$ cat config.mk
export PLATFORM = sky130hd
export DESIGN_NAME = serial_rx_core
export DESIGN_NICKNAME = d
export VERILOG_FILES = /design/src/rtl/serial_rx_pkg.sv /design/src/rtl/rx_line_sync.sv /design/src/rtl/rx_deframer.sv /design/src/rtl/rx_tag_fifo.sv /design/src/rtl/serial_rx_core.sv
export SDC_FILE = /design/constraint.sdc
export NUM_CORES = 1
export LEC_CHECK = 0
export BUFFER_PORTS_ARGS = -buffer_cell sky130_fd_sc_hd__buf_4
export CAP_MARGIN = 10
export CELL_PAD_IN_SITES_DETAIL_PLACEMENT = 2
export CELL_PAD_IN_SITES_GLOBAL_PLACEMENT = 2
export CORE_ASPECT_RATIO = 0.7
export CORE_UTILIZATION = 40
export DETAILED_ROUTE_END_ITERATION = 8
export MAX_ROUTING_LAYER = met4
export PLACE_DENSITY_LB_ADDON = 0.25
export SLEW_MARGIN = 15
export SYNTH_ARGS = -nofsm -noshare
export SYNTH_HDL_FRONTEND = slang
export SYNTH_SLANG_ARGS = --single-unit
$ cat constraint.sdc
create_clock -name clk_i -period 1.9 [get_ports clk_i]
set_input_delay 0.38 -clock clk_i [delete_from_list [all_inputs] [get_ports clk_i]]
set_output_delay 0.38 -clock clk_i [all_outputs]
set_load 0.05 [all_outputs]
$ cat src/rtl/serial_rx_pkg.sv
package serial_rx_pkg;

  typedef struct packed {
    logic       ovr;
    logic       brk;
    logic       par_err;
    logic       frm_err;
    logic [7:0] data;
  } rx_word_t;

  typedef enum logic [2:0] {
    ST_WAIT_HIGH,
    ST_IDLE,
    ST_START,
    ST_DATA,
    ST_PARITY,
    ST_STOP1,
    ST_STOP2
  } rx_state_e;

  function automatic logic [3:0] data_len(input logic [1:0] code);
    return 4'd5 + {2'b00, code};
  endfunction

endpackage

$ cat src/rtl/rx_line_sync.sv
module rx_line_sync #(
  parameter int STAGES = 2
) (
  input  logic clk_i,
  input  logic rst_ni,
  input  logic d_i,
  output logic q_o
);
  logic [STAGES-1:0] sync_q;

  generate
    if (STAGES == 1) begin : g_single
      always_ff @(posedge clk_i or negedge rst_ni) begin
        if (!rst_ni) sync_q <= '1;
        else         sync_q <= d_i;
      end
    end else begin : g_chain
      always_ff @(posedge clk_i or negedge rst_ni) begin
        if (!rst_ni) sync_q <= '1;
        else         sync_q <= {sync_q[STAGES-2:0], d_i};
      end
    end
  endgenerate

  assign q_o = sync_q[STAGES-1];
endmodule

$ cat src/rtl/rx_deframer.sv
module rx_deframer
  import serial_rx_pkg::*;
#(
  parameter int OSR = 16
) (
  input  logic       clk_i,
  input  logic       rst_ni,
  input  logic       enable_i,
  input  logic       tick_i,
  input  logic       line_i,
  input  logic [1:0] wlen_i,
  input  logic       par_en_i,
  input  logic       par_even_i,
  input  logic       par_stick_i,
  input  logic       two_stop_i,
  output logic       push_o,
  output rx_word_t   word_o
);
  localparam int CW = $clog2(OSR);
  localparam logic [CW-1:0] MID_C  = CW'(OSR / 2 - 1);
  localparam logic [CW-1:0] LAST_C = CW'(OSR - 1);

  rx_state_e      state_q, state_d;
  logic [CW-1:0]  cnt_q, cnt_d;
  logic [2:0]     bit_q, bit_d;
  logic [7:0]     shift_q, shift_d;
  logic           par_q, par_d;
  logic           frm_q, frm_d;
  logic           push_d;
  rx_word_t       word_d;

  logic [2:0]     last_bit;
  logic           bit_end;
  logic           frm_now;
  logic           brk_now;
  logic           exp_par;
  logic           finish;

  assign last_bit = 3'(data_len(wlen_i) - 4'd1);
  assign bit_end  = tick_i && (cnt_q == LAST_C);
  assign frm_now  = (state_q == ST_STOP1) ? !line_i : frm_q;
  assign brk_now  = frm_now && (shift_q == 8'h00) && (!par_en_i || !par_q);

  always_comb begin
    if (par_stick_i)     exp_par = !par_even_i;
    else if (par_even_i) exp_par = ^shift_q;
    else                 exp_par = ~^shift_q;
  end

  always_comb begin
    word_d.ovr     = 1'b0;
    word_d.brk     = brk_now;
    word_d.par_err = par_en_i && !brk_now && (par_q != exp_par);
    word_d.frm_err = frm_now;
    word_d.data    = shift_q;
  end

  always_comb begin
    state_d = state_q;
    cnt_d   = cnt_q;
    bit_d   = bit_q;
    shift_d = shift_q;
    par_d   = par_q;
    frm_d   = frm_q;
    finish  = 1'b0;
    unique case (state_q)
      ST_WAIT_HIGH: begin
        if (line_i) state_d = ST_IDLE;
      end
      ST_IDLE: begin
        if (tick_i && !line_i) begin
          state_d = ST_START;
          cnt_d   = '0;
        end
      end
      ST_START: begin
        if (tick_i) begin
          if (cnt_q == MID_C) begin
            cnt_d = '0;
            if (!line_i) begin
              state_d = ST_DATA;
              bit_d   = '0;
              shift_d = '0;
            end else begin
              state_d = ST_IDLE;
            end
          end else begin
            cnt_d = cnt_q + 1'b1;
          end
        end
      end
      ST_DATA: begin
        if (bit_end) begin
          cnt_d          = '0;
          shift_d[bit_q] = line_i;
          if (bit_q == last_bit) state_d = par_en_i ? ST_PARITY : ST_STOP1;
          else                   bit_d   = bit_q + 1'b1;
        end else if (tick_i) begin
          cnt_d = cnt_q + 1'b1;
        end
      end
      ST_PARITY: begin
        if (bit_end) begin
          cnt_d   = '0;
          par_d   = line_i;
          state_d = ST_STOP1;
        end else if (tick_i) begin
          cnt_d = cnt_q + 1'b1;
        end
      end
      ST_STOP1: begin
        if (bit_end) begin
          cnt_d = '0;
          frm_d = !line_i;
          if (two_stop_i) state_d = ST_STOP2;
          else            finish  = 1'b1;
        end else if (tick_i) begin
          cnt_d = cnt_q + 1'b1;
        end
      end
      ST_STOP2: begin
        if (bit_end) begin
          cnt_d  = '0;
          finish = 1'b1;
        end else if (tick_i) begin
          cnt_d = cnt_q + 1'b1;
        end
      end
      default: state_d = ST_WAIT_HIGH;
    endcase
    if (finish) state_d = ST_WAIT_HIGH;
    push_d = finish && enable_i;
    if (!enable_i) begin
      state_d = ST_WAIT_HIGH;
      cnt_d   = '0;
    end
  end

  always_ff @(posedge clk_i or negedge rst_ni) begin
    if (!rst_ni) begin
      state_q <= ST_WAIT_HIGH;
      cnt_q   <= '0;
      bit_q   <= '0;
      shift_q <= '0;
      par_q   <= 1'b0;
      frm_q   <= 1'b0;
      push_o  <= 1'b0;
      word_o  <= '0;
    end else begin
      state_q <= state_d;
      cnt_q   <= cnt_d;
      bit_q   <= bit_d;
      shift_q <= shift_d;
      par_q   <= par_d;
      frm_q   <= frm_d;
      push_o  <= push_d;
      if (push_d) word_o <= word_d;
    end
  end
endmodule

$ cat src/rtl/rx_tag_fifo.sv
module rx_tag_fifo #(
  parameter int DEPTH = 16,
  parameter int W     = 12
) (
  input  logic         clk_i,
  input  logic         rst_ni,
  input  logic         push_i,
  input  logic [W-1:0] word_i,
  input  logic         pop_i,
  output logic [W-1:0] head_o,
  output logic         empty_o,
  output logic         full_o
);
  localparam int AW = $clog2(DEPTH);

  logic [W-1:0] mem_q [DEPTH];
  logic [AW:0]  wptr_q, wptr_d;
  logic [AW:0]  rptr_q, rptr_d;
  logic         pop_ok, push_ok, ovr_hit;
  logic [AW-1:0] last_idx;

  assign empty_o  = (wptr_q == rptr_q);
  assign full_o   = (wptr_q[AW] != rptr_q[AW]) && (wptr_q[AW-1:0] == rptr_q[AW-1:0]);
  assign pop_ok   = pop_i && !empty_o;
  assign push_ok  = push_i && (!full_o || pop_ok);
  assign ovr_hit  = push_i && full_o && !pop_ok;
  assign last_idx = wptr_q[AW-1:0] - 1'b1;
  assign head_o   = mem_q[rptr_q[AW-1:0]];

  always_comb begin
    wptr_d = wptr_q;
    rptr_d = rptr_q;
    if (push_ok) wptr_d = wptr_q + 1'b1;
    if (pop_ok)  rptr_d = rptr_q + 1'b1;
  end

  always_ff @(posedge clk_i or negedge rst_ni) begin
    if (!rst_ni) begin
      wptr_q <= '0;
      rptr_q <= '0;
    end else begin
      wptr_q <= wptr_d;
      rptr_q <= rptr_d;
    end
  end

  always_ff @(posedge clk_i) begin
    if (push_ok)      mem_q[wptr_q[AW-1:0]]  <= word_i;
    else if (ovr_hit) mem_q[last_idx][W-1]   <= 1'b1;
  end
endmodule

$ cat src/rtl/serial_rx_core.sv
module serial_rx_core
  import serial_rx_pkg::*;
#(
  parameter int OSR         = 16,
  parameter int DEPTH       = 16,
  parameter int SYNC_STAGES = 2
) (
  input  logic        clk_i,
  input  logic        rst_ni,
  input  logic        enable_i,
  input  logic        tick16_i,
  input  logic        rxd_i,
  input  logic [1:0]  cfg_wlen_i,
  input  logic        cfg_par_en_i,
  input  logic        cfg_par_even_i,
  input  logic        cfg_par_stick_i,
  input  logic        cfg_two_stop_i,
  input  logic        pop_i,
  output logic [11:0] rd_word_o,
  output logic        fifo_empty_o,
  output logic        fifo_full_o
);
  localparam int WW = $bits(rx_word_t);

  logic [1:0]  rst_sync_q;
  logic        rst_n_int;
  logic        line_s;
  logic        frame_push;
  rx_word_t    frame_word_s;
  logic [WW-1:0] frame_word;

  always_ff @(posedge clk_i or negedge rst_ni) begin
    if (!rst_ni) rst_sync_q <= 2'b00;
    else         rst_sync_q <= {rst_sync_q[0], 1'b1};
  end
  assign rst_n_int = rst_sync_q[1];

  rx_line_sync #(.STAGES(SYNC_STAGES)) sync_i (
    .clk_i  (clk_i),
    .rst_ni (rst_n_int),
    .d_i    (rxd_i),
    .q_o    (line_s)
  );

  rx_deframer #(.OSR(OSR)) deframer_i (
    .clk_i       (clk_i),
    .rst_ni      (rst_n_int),
    .enable_i    (enable_i),
    .tick_i      (tick16_i),
    .line_i      (line_s),
    .wlen_i      (cfg_wlen_i),
    .par_en_i    (cfg_par_en_i),
    .par_even_i  (cfg_par_even_i),
    .par_stick_i (cfg_par_stick_i),
    .two_stop_i  (cfg_two_stop_i),
    .push_o      (frame_push),
    .word_o      (frame_word_s)
  );

  assign frame_word = frame_word_s;

  rx_tag_fifo #(.DEPTH(DEPTH), .W(WW)) fifo_i (
    .clk_i   (clk_i),
    .rst_ni  (rst_n_int),
    .push_i  (frame_push),
    .word_i  (frame_word),
    .pop_i   (pop_i),
    .head_o  (rd_word_o),
    .empty_o (fifo_empty_o),
    .full_o  (fifo_full_o)
  );
endmodule

==> reports/metrics.yaml <==
place_inst: 1087
grt_start_max_net_pins: 43
setup_slack_ps: -1060
clock_latency_ps: 540
fillers: 2102
finalCritPeriodShare_pct: 156
worst_setup_path_start_kind: "register"
status: "complete, but fails checks"
setup_viol: 416
io_pins: 26
postPlaceCellArea_um2: 12200
p_leak_nw: 4.70
criticalPathCategory: "register to output pin"
clk_path_buf_depth: 3
place_ws_ps: -699
finalNetCount: 890
ant_nets: 0
antenna_found_initial: 0
syn_avg_cell_area_um2: 15.3
r2r_slack_ps: -1050
cts-root-buf: "clkbuf_16"
num_vias: 7548
reg2reg_to: "fifo_i.mem_q[0][10]"
grt.overflow.total: 0
synth_nets: 692
slew_headroom_pct: 44.9
die_w_um: 194
antenna_cells: 0
cts_tree: "yes"
violations: "setup timing"
clock_skew_ps: 25.8
grt_pass1_wl_um: 55300
synth-seq-cells: 238
syn_inst: 671
reg2reg_from: "fifo_i.rptr_q[0]"
worst_setup_path_end_kind: "output pin"
drive_gt1_share_pct: 49.5
fp.dieH_um: 136
cts_made_buffers: 24
hpwl_um: 21400
stdcell_count: 1212
regArea_um2: 6940
rsz0062_at_grt: "yes"
synth.cell_area_um2: 10300
synthArstFlopShare_pct: 19.3
maxCapViolCount: 0
netlist-cell-type-count: 60
power.density_nw_per_um2: 1080
r2r_cells: 15
core_um2: 24900
synth_edf_count: 192
htree_levels: 1
crit_fanout: 7
max_slew.worst_pin.slew_ps: 826
synth_common_cells: "edfxtp_1, nor2_1, mux4_2"
row_count: 48
multi_input_area_um2: 4200
drcViolationCount: 0
yosys.area.top_type: "edfxtp_1"
drt_iter0_drc: 860
grt_pass1_vias: 7788
power_mw: 15.8
globalplace.congestion: 0.894
start_util_pct: 41.3
portBuffers: 25
yosysWarnings: 0
cp.required_ps: 1520
wl_per_cell_um: 36.2
maxSlewViolCount: 0
ys.flop_type: "edfxtp_1"
max_clock_freq_ghz: 0.337
synth_top_area_share_pct: 56.1
area_delta_synth_final_pct: 42.7
layout_min_cycle_time_ps: 2960
cts_sinks: 238
peakVddDrop_mv: 0.951
seq_area_frac_synth_pct: 67.3
stdcell_area_um2: 14700
viasPerCell: 6.23
min_path_type: "input pin to asynchronous set/reset pin"
clkTransAtPathRegs_ps: 80
grt_usage_pct: 30.4
drt-total-wl_um: 43900
dieArea_um2: 26400
cp.arrival_ps: 2580
synth_area_leaders: "edfxtp_1, dfrtp_1, mux4_2"
hold_viol_final: 0
drtPass1Iterations: 5
synth_most_common_cell: "edfxtp_1"
## placed cells by master (no fill, tap or decap), types with 5 or more instances in the layout
| master | instances |
|---|---|
| xnor2_1 | 14 |
| buf_6 | 44 |
| a21oi_1 | 6 |
| nor2b_1 | 11 |
| nor2_1 | 23 |
| clkbuf_16 | 29 |
| dfrtp_1 | 33 |
| nor2b_4 | 5 |
| a211oi_4 | 9 |
| a21oi_4 | 14 |
| mux2i_4 | 9 |
| dfrtp_2 | 10 |
| nor2_2 | 5 |
| nor2_4 | 22 |
| o21ai_0 | 27 |
| a31oi_1 | 8 |
| nand3_1 | 11 |
| buf_8 | 10 |
| buf_4 | 102 |
| nor3_4 | 6 |
| ha_1 | 7 |
| xnor2_2 | 5 |
| buf_12 | 34 |
| inv_1 | 19 |
| edfxtp_1 | 192 |
| o21ai_1 | 6 |
| clkinv_2 | 5 |
| nand4_1 | 9 |
| and2_4 | 22 |
| mux4_2 | 48 |
| clkbuf_1 | 5 |
| nand2b_1 | 7 |
| nand2_1 | 28 |
## critical path, stage by stage (launching register included)
cell,delay (ps)
dfrtp_4,460
buf_12,160
mux4_2,580
nor2b_4,180
a211oi_4,290
buf_6,150
a21oi_4,30
buf_6,180
## per-layer routing
| metal | share of wire [%] | up-vias | global-route usage [%] |
|---|---|---|---|
| met2 | 50 | 423 | 51.2 |
| li1 | - | 2992 | - |
| met3 | 6.9 | 105 | 3.85 |
| met4 | 4.2 | 0 | 8.67 |
| met1 | 39 | 4028 | 39.0 |
| met5 | 0 | - | - |
## area by class of cell
type	instances	area share [%]
Sequential cell	238	47.3
Clock buffer	31	4.41
Inverter	21	0.571
Tap cell	325	2.77
Timing Repair Buffer	200	15.7
Clock inverter	13	0.682
Multi-Input combinational cell	384	28.6
## per-stage QoR
step	hold WS [ps]	TNS, ps	utilization (%)
6_report	173	-298590	58.9
5_1_grt	191	-304320	58.9
4_1_cts	165	-192770	56.1
3_5_place_dp	165	-179900	48.9
3_3_place_gp	163	-122460	48.9
2_1_floorplan	84.4	-38080	-
## where the power goes
part	switching, mW	internal [mW]
sequential	0.133	5.66
clock	2.27	2.55
combinational	2.90	2.30
total	5.30	10.5
## timing repair
item	in CTS	in global routing
hold buffers	2	0
gates cloned	4	17
buffers inserted	42	27
setup endpoints to repair	410	436
pin swaps	32	28
gates resized for setup	111	123
endpoints found under the hold margin	3	0
## kinds of logic after synthesis
family | count (synthesis) | synth area share [%]
muxes | 64 | 12.1
DFF | 238 | 67.3
other | 1 | 0.0365
AOI/OAI and AO/OA | 111 | 7.07
and+or+nand+nor | 167 | 8.14
buffers and inverters | 60 | 2.51
adders and majority gates | 9 | 1.09
xor gates and xnor gates | 21 | 1.79
## flip-flops by register name (all words and copies together), names as in the netlist, 3 cells and up
signal	flops
fifo_i.mem_q	192
deframer_i.word_o	11
deframer_i.shift_q	8
fifo_i.rptr_q	5
fifo_i.wptr_q	5
deframer_i.cnt_q	4
deframer_i.bit_q	3
deframer_i.state_q	3
## how the worst max path moves through the flow
stage / start / to / slack (ps) / depth (start not counted)
detailed placement: fifo_i.rptr_q[2] / rd_word_o[0] / -700 / 7
finish: fifo_i.rptr_q[0] / rd_word_o[0] / -1060 / 7
CTS: fifo_i.rptr_q[0] / rd_word_o[0] / -970 / 7
global route: fifo_i.rptr_q[0] / rd_word_o[0] / -1100 / 7
global placement: fifo_i.rptr_q[2] / rd_word_o[0] / -650 / 7
floorplan: fifo_i.wptr_q[4] / fifo_i.mem_q[13][0] / -330 / 7
(Power assumes the default switching activity.)
